`config.mk`:
```
export PLATFORM = sky130hd
export DESIGN_NAME = token_bucket_gate
export DESIGN_NICKNAME = d
export VERILOG_FILES = /design/src/rtl/tkb_pkg.sv /design/src/rtl/tkb_reset_sync.sv /design/src/rtl/tkb_refill_timer.sv /design/src/rtl/tkb_token_store.sv /design/src/rtl/token_bucket_gate.sv
export SDC_FILE = /design/constraint.sdc
export NUM_CORES = 1
export LEC_CHECK = 0
export BUFFER_PORTS_ARGS = -buffer_cell sky130_fd_sc_hd__buf_2
export CAP_MARGIN = 25
export CORE_UTILIZATION = 59
export DETAILED_ROUTE_END_ITERATION = 10
export PLACE_DENSITY_LB_ADDON = 0.2
export SLEW_MARGIN = 20
export SYNTH_ARGS = -nofsm -noshare
export SYNTH_HDL_FRONTEND = slang
export SYNTH_HIERARCHICAL = 1
export SYNTH_SLANG_ARGS = --single-unit
```
`constraint.sdc`:
```
create_clock -name clk -period 3.05 [get_ports clk]
set_input_delay 0.1525 -clock clk [delete_from_list [all_inputs] [get_ports clk]]
set_output_delay 0.1525 -clock clk [all_outputs]
set_load 0.01 [all_outputs]
```
`src/rtl/tkb_pkg.sv`:
```
package tkb_pkg;

  localparam int TKB_TOKEN_W_DEF = 8;
  localparam int TKB_IVL_W_DEF   = 16;
  localparam int TKB_SYNC_DEF    = 2;

  // per-cycle change request handed to the token store
  typedef struct packed {
    logic add;   // refill period elapsed
    logic take;  // a request is granted
  } tkb_step_t;

endpackage

```
`src/rtl/tkb_reset_sync.sv`:
```
module tkb_reset_sync #(
  parameter int STAGES = 2
) (
  input  logic clk,
  input  logic rst_n,
  output logic rst_core_n
);

  generate
    if (STAGES < 2) begin : g_single
      logic q;
      always_ff @(posedge clk or negedge rst_n) begin
        if (!rst_n) q <= 1'b0;
        else        q <= 1'b1;
      end
      assign rst_core_n = q;
    end else begin : g_chain
      logic [STAGES-1:0] sh;
      logic [STAGES-1:0] sh_nxt;
      always_comb sh_nxt = {sh[STAGES-2:0], 1'b1};
      always_ff @(posedge clk or negedge rst_n) begin
        if (!rst_n) sh <= '0;
        else        sh <= sh_nxt;
      end
      assign rst_core_n = sh[STAGES-1];
    end
  endgenerate

endmodule

```
`src/rtl/tkb_refill_timer.sv`:
```
module tkb_refill_timer #(
  parameter int IVL_W = 16
) (
  input  logic             clk,
  input  logic             rst_core_n,
  input  logic             en,
  input  logic [IVL_W-1:0] ivl_cfg,
  output logic             tick
);

  logic [IVL_W-1:0] cnt_q;
  logic [IVL_W-1:0] cnt_d;
  logic [IVL_W-1:0] last;

  // last count value of a period; 0 and 1 both mean every edge
  always_comb begin
    last = (ivl_cfg == '0) ? '0 : ivl_cfg - 1'b1;
    tick = en && (cnt_q >= last);
    cnt_d = tick ? '0 : cnt_q + 1'b1;
  end

  always_ff @(posedge clk or negedge rst_core_n) begin
    if (!rst_core_n)  cnt_q <= '0;
    else if (en)      cnt_q <= cnt_d;
  end

  // back-to-back refills only when the period is a single edge
  a_r5_tick_spacing: assert property (@(posedge clk) disable iff (!rst_core_n)
    (tick && $past(tick)) |-> (ivl_cfg <= 1));

endmodule

```
`src/rtl/tkb_token_store.sv`:
```
module tkb_token_store
  import tkb_pkg::*;
#(
  parameter int TOKEN_W = 8
) (
  input  logic               clk,
  input  logic               rst_core_n,
  input  logic               en,
  input  tkb_step_t          step,
  input  logic [TOKEN_W-1:0] cap,
  output logic [TOKEN_W-1:0] count
);

  localparam int SUM_W = TOKEN_W + 1;

  logic [TOKEN_W-1:0] stored_q;
  logic [TOKEN_W-1:0] stored_d;
  logic [TOKEN_W-1:0] eff;
  logic               take_ok;
  logic [SUM_W-1:0]   sum;

  // held value reads through the capacity; reset value all-ones reads as full
  always_comb begin
    eff     = (stored_q > cap) ? cap : stored_q;
    take_ok = step.take && (eff != '0);
    sum     = {1'b0, eff} + SUM_W'(step.add) - SUM_W'(take_ok);
    stored_d = (sum > {1'b0, cap}) ? cap : sum[TOKEN_W-1:0];
  end

  always_ff @(posedge clk or negedge rst_core_n) begin
    if (!rst_core_n) stored_q <= '1;
    else if (en)     stored_q <= stored_d;
  end

  assign count = eff;

  // a lone grant spends exactly one token
  a_r3_consume_one: assert property (@(posedge clk) disable iff (!rst_core_n)
    (en && step.take && !step.add) |=>
      ((cap != $past(cap)) || (count == $past(count) - 1'b1)));

  // refill and grant together cancel
  a_r7_add_take_hold: assert property (@(posedge clk) disable iff (!rst_core_n)
    (en && step.take && step.add) |=>
      ((cap != $past(cap)) || (count == $past(count))));

  // refill into a full bucket is lost
  a_r6_discard_full: assert property (@(posedge clk) disable iff (!rst_core_n)
    (en && step.add && !step.take && (count == cap)) |=>
      ((cap != $past(cap)) || (count == $past(count))));

  // every written value respects the capacity seen at the write
  a_r6_stored_bounded: assert property (@(posedge clk) disable iff (!rst_core_n)
    en |=> (stored_q <= $past(cap)));

endmodule

```
`src/rtl/token_bucket_gate.sv`:
```
module token_bucket_gate
  import tkb_pkg::*;
#(
  parameter int TOKEN_W     = TKB_TOKEN_W_DEF,
  parameter int IVL_W       = TKB_IVL_W_DEF,
  parameter int SYNC_STAGES = TKB_SYNC_DEF
) (
  input  logic               clk,
  input  logic               rst_n,
  input  logic               req_valid,
  output logic               req_ready,
  output logic               grant,
  input  logic [IVL_W-1:0]   cfg_interval,
  input  logic [TOKEN_W-1:0] cfg_capacity,
  output logic [TOKEN_W-1:0] token_count
);

  logic      rst_core_n;
  logic      run;
  logic      tick;
  tkb_step_t step;

  tkb_reset_sync #(.STAGES(SYNC_STAGES)) u_sync (
    .clk        (clk),
    .rst_n      (rst_n),
    .rst_core_n (rst_core_n)
  );

  assign run = rst_core_n;

  tkb_refill_timer #(.IVL_W(IVL_W)) u_timer (
    .clk        (clk),
    .rst_core_n (rst_core_n),
    .en         (run),
    .ivl_cfg    (cfg_interval),
    .tick       (tick)
  );

  always_comb begin
    req_ready = run && (token_count != '0);
    grant     = req_valid && req_ready;
    step.add  = tick;
    step.take = grant;
  end

  tkb_token_store #(.TOKEN_W(TOKEN_W)) u_store (
    .clk        (clk),
    .rst_core_n (rst_core_n),
    .en         (run),
    .step       (step),
    .cap        (cfg_capacity),
    .count      (token_count)
  );

  // bucket is full in the first running cycle
  a_r1_full_after_reset: assert property (@(posedge clk) disable iff (!rst_core_n)
    $rose(rst_core_n) |-> (token_count == cfg_capacity));

  // a stalled cycle can gain at most the one refilled token
  a_r4_stall_no_gain: assert property (@(posedge clk) disable iff (!rst_core_n)
    (req_valid && !req_ready) |=> (token_count <= 1));

endmodule

```
==> results of run 1 <==
-- through the flow --
step                      cells  setup TNS [ns]  hold slack (ns)  setup slack, ns
after floorplan             365          -20.90           -0.143            -2.48
after global placement      572          -23.20          -0.0614            -2.52
after detailed placement    572          -27.47          -0.0573            -2.74
after CTS                   597          -18.22            0.187            -2.29
-- kinds of logic after synthesis --
family | Yosys count | synth area share
AND/OR/NAND/NOR | 146 | 0.252
adder cells (fa/ha/maj) | 48 | 0.205
XOR/XNOR | 31 | 0.0916
multiplexers | 2 | 0.00675
AO/OA/AOI/OAI | 72 | 0.162
other | 1 | 0.00127
flip-flops | 26 | 0.223
buffers and inverters | 39 | 0.0587
-- cell usage after synthesis, types with 3 or more instances --
master      n
ha_1       47
nand2_1    40
nor2_1     31
inv_1      29
xor2_1     20
dfrtp_1    18
a21oi_1    17
nand4_1    15
nand3_1    12
xnor2_1    11
nor3_1     10
o21ai_1     9
dfstp_2     8
o211ai_1    8
nand2b_1    7
o21ai_0     7
clkbuf_1    6
nor4_1      6
a31oi_1     5
o21a_1      5
and3_1      4
a211oi_1    3
a21o_1      3
o2bb2ai_1   3
or4_1       3
-- timing repair --
item / in CTS
hold endpoints to repair: 2
pin swaps: 44
gates resized for setup: 39
setup buffers: 18
gates cloned: 2
hold buffers: 1
setup endpoints to repair: 24
-- routing by layer --
metal,GRT overflow,GRT usage
met1,0,0.584
met2,1,0.848
met3,0,0.273
met4,0,0.588
met5,0,0
==> impl_metrics.csv, run 1 <==
group,metric,value,unit
status,status,"stopped before the end",
status,lastStage,"global routing (5_1_grt)",
status,firstError,"[ERROR GRT-0116] Global routing finished with congestion. Check the congestion regions in the DRC Viewer.",
floorplan,ioPinCount,37,
yosys,synthesis.nets,440,
clock_tree,cts_made_buffers,3,
global_routing,grt_start_max_net_pins,57,
yosys,yosysWarnings,6,
yosys,yosysSeqAreaShare,0.223,
clock_tree,cts.sinks,26,
floorplan,core.rowCount,25,
yosys,synth_area,0.00296,mm2
yosys,synth.distinct_cells,57,
yosys,syn_avg_cell_area,8.12,um2
yosys,ys_ff_latch,26,
yosys,synth-edff-count,0,
clock_tree,htreeDepth,1,
yosys,async_flop_share,1.00,
placement,placed_area,0.00408,mm2
global_routing,grt_pass1_vias,4592,
floorplan,fp.dieW,72.9,um
floorplan,start_util,0.619,
global_routing,grt_first_pass_wirelength,22600,um
global_routing,grt_overflow,1,
placement,post-dp-hpwl,6950,um
floorplan,die_y,72.9,um
clock_tree,clockBufferDepth,2,
placement,gp_congestion,0.931,
yosys,synth_area_leaders,"ha_1 20%, dfrtp_1 15%, dfstp_2 7.1%, xor2_1 5.9%, nand2_1 5.1%",
yosys,synth_flop_cell,"dfrtp_1",
yosys,syn_inst,365,
clock_tree,cts_root_buf,"clkbuf_8",
placement,io_buffers,36,
yosys,netlist.area_leader.share,0.198,
global_routing,grt.total_usage,0.576,
yosys,yosysTopAreaCell,"ha_1",
==> run 2, diff against run 1 <==
--- a/config.mk
+++ b/config.mk
@@ -7,9 +7,9 @@
 export LEC_CHECK = 0
 export BUFFER_PORTS_ARGS = -buffer_cell sky130_fd_sc_hd__buf_2
 export CAP_MARGIN = 25
-export CORE_UTILIZATION = 59
+export CORE_UTILIZATION = 40
 export DETAILED_ROUTE_END_ITERATION = 10
-export PLACE_DENSITY_LB_ADDON = 0.2
+export PLACE_DENSITY_LB_ADDON = 0.15
 export SLEW_MARGIN = 20
 export SYNTH_ARGS = -nofsm -noshare
 export SYNTH_HDL_FRONTEND = slang
==> impl_metrics.csv, run 2 <==
group,metric,value,unit
status,status,"complete, but fails checks",
status,violations,"setup timing",
drt,postRouteAntennaNets,0,
layout,final_cell_mix,"124 x buf_4, 41 x ha_1, 38 x nand2_1, 34 x buf_2, 29 x nor2_1",
yosys,synth_flop_cell,"dfrtp_1",
floorplan,fp.dieW,88.1,um
layout,largest_reg_flops,16,
sta,rsz0062_at_grt,"yes",
worst_setup_path,worst_setup_path_end_kind,"flop",
clock_tree,cts_made_buffers,3,
yosys,synth_area_leaders,"ha_1 20%, dfrtp_1 15%, dfstp_2 7.1%, xor2_1 5.9%, nand2_1 5.1%",
global_routing,antenna_found_initial,0,
global_routing,grt_pass1_vias,2941,
yosys,yosysTopAreaCell,"ha_1",
layout,insertedDiodeCount,0,
global_routing,grtUsageMet3,0.0236,
clock_tree,clk_latency,0.27,ns
clock_tree,htreeDepth,1,
clock_tree,clkSlewWorstSetupHoldPaths,0.10,ns
sta,hold_violations,0,
sta,maxSlewHeadroom,0.611,
yosys,synth.distinct_cells,57,
drt,via_count,3160,
worst_setup_path,r2r_slack,-2.32,ns
placement,post-dp-hpwl,6270,um
drt,routed_wl,8330,um
global_routing,grt_use_met2,0.328,
worst_setup_path,slowest_stage,"dfstp_2",
global_routing,grt_start_max_net_pins,57,
clock_tree,cts_tree,"yes",
layout,nNetsFinal,601,
sta,slew_viol_final,0,
floorplan,coreArea,0.00721,mm2
yosys,synthTopCellsByCount,"47 x ha_1, 40 x nand2_1, 31 x nor2_1, 29 x inv_1, 20 x xor2_1",
floorplan,core.rowCount,31,
worst_setup_path,startpoint_type,"flop",
yosys,synthesis.nets,440,
floorplan,die_y,88.1,um
yosys,yosysMostFrequentCell,"ha_1",
floorplan,ioPinCount,37,
placement,io_buffers,36,
layout,stdcell_count,624,
worst_setup_path,crit_start,"u_store/stored_q[1]",
worst_setup_path,path_class,"reg -> reg",
yosys,netlist.area_leader.share,0.198,
worst_setup_path,critical_path.max_stage_delay,0.57,ns
worst_setup_path,arrival,5.56,ns
drt,wl_per_cell,13.4,um
drt,vias_per_cell,5.06,
yosys,syn_inst,365,
sta,setup_ws,-2.32,ns
yosys,yosysSeqAreaShare,0.223,
sta,final.period_utilization,1.76,
global_routing,use_met1,0.331,
sta,worstMarginPinSlew,0.583,ns
worst_setup_path,r2r-end,"u_store/stored_q[5]",
global_routing,grt.total_usage,0.216,
yosys,synth-edff-count,0,
worst_setup_path,cp-endpoint,"u_store/stored_q[5]",
drt,drt_iter0_markers,177,
global_routing,grt.busiest_layer,"met1",
layout,area_growth,53.7,%
layout,drive_above_1_share,0.448,
layout,top_regs,"u_timer/cnt_q (16), u_store/stored_q (8), u_sync/g_chain.sh (2)",
global_routing,grt_first_pass_wirelength,13200,um
yosys,ys_ff_latch,26,
yosys,syn_avg_cell_area,8.12,um2
layout,nFillCells,636,
drt,drc,0,
placement,gp_congestion,0.878,
clock_tree,cts_root_buf,"clkbuf_8",
floorplan,start_util,0.411,
hold_path,min_path_type,"in -> async",
worst_setup_path,required,3.25,ns
job,maxCapViolations,0,
clock_tree,cts.sinks,26,
sta,setup_viol,8,
sta,period_needed,5.37,ns
worst_setup_path,r2r-start,"u_store/stored_q[1]",
clock_tree,clockBufferDepth,2,
layout,final_common_cell,"buf_4",
layout,largest_register,"u_timer/cnt_q",
sta,skew,0.00908,ns
sta,fmax,186,MHz
placement,dp_cells,603,
yosys,synth_area,0.00296,mm2
global_routing,grt_overflow,0,
yosys,async_flop_share,1.00,
yosys,yosysWarnings,6,
floorplan,dieArea,0.00776,mm2
worst_setup_path,reg2regPathDepth,29,
drt,dr.pass1.iters,4,
layout,final_core_util,0.631,
worst_setup_path,critical_path_peak_fanout,8,
-- run 2: cell counts after synthesis --
No cell type changed its count.
-- run 2: routing by layer --
| metal | vias up | share of wire |
|---|---|---|
| met3 | 6 | 0.026 |
| met1 | 1484 | 0.51 |
| met2 | 45 | 0.46 |
| li1 | 1625 | - |
| met4 | 0 | 0.0076 |
| met5 | - | 0 |
-- run 2: kinds of logic after synthesis --
logic type | Yosys count | share of synthesized area
adder cells (fa/ha/maj) | 48 | 0.205
other | 1 | 0.00127
AND/OR/NAND/NOR | 146 | 0.252
buffers and inverters | 39 | 0.0587
multiplexers | 2 | 0.00675
flip-flops | 26 | 0.223
XOR/XNOR | 31 | 0.0916
AO/OA/AOI/OAI | 72 | 0.162
-- run 2: timing repair --
item	in CTS	in global routing
hold endpoints to repair	2	0
pin swaps	31	26
gates cloned	1	0
setup endpoints to repair	14	23
hold buffers	1	0
gates resized for setup	25	28
buffers inserted	9	6
-- run 2: area by class of cell --
| class | instances | area [um2] | share of cell area |
|---|---|---|---|
| tap | 99 | 124 | 0.0272 |
| clock buffer | 3 | 41.3 | 0.00907 |
| multi-input combinational | 301 | 2410 | 0.529 |
| timing repair buffer | 165 | 1180 | 0.259 |
| inverter | 29 | 109 | 0.0239 |
| clock inverter | 1 | 30.0 | 0.00659 |
| sequential | 26 | 662 | 0.145 |
-- run 2: worst max-delay path, delay by kind of cell (launching register included) --
kind	cells	cell delay, ns
DFF	1	0.57
buffers and inverters	5	0.56
and+or+nand+nor	9	1.44
AOI/OAI and AO/OA	9	1.26
xor gates and xnor gates	1	0.09
adders and majority gates	5	1.36
-- run 2: worst min path at each step --
stage                                 to   from  slack (ns)  depth (start not counted)
finish              u_sync/g_chain.sh[1]  rst_n        0.20                          2
CTS                 u_sync/g_chain.sh[1]  rst_n        0.17                          2
global route        u_sync/g_chain.sh[1]  rst_n        0.19                          2
floorplan           u_sync/g_chain.sh[0]  rst_n       -0.14                          0
detailed placement  u_sync/g_chain.sh[0]  rst_n       -0.06                          1
global placement    u_sync/g_chain.sh[0]  rst_n       -0.06                          1
-- run 2: per-stage QoR --
step / TNS (ns) / hold slack [ns] / instance area, um2 / setup slack, ns
after floorplan: -20.90 / -0.143 / 3030 / -2.48
after global placement: -23.66 / -0.0623 / 4100 / -2.54
after detailed placement: -26.33 / -0.0597 / 4100 / -2.75
after CTS: -18.28 / 0.172 / 4380 / -2.31
after global routing: -20.34 / 0.187 / 4550 / -2.56
final: -18.31 / 0.198 / 4550 / -2.32
Power of run 2 is not shown: default switching activity piles up to over one toggle a cycle in this logic, so the estimate is an artifact.
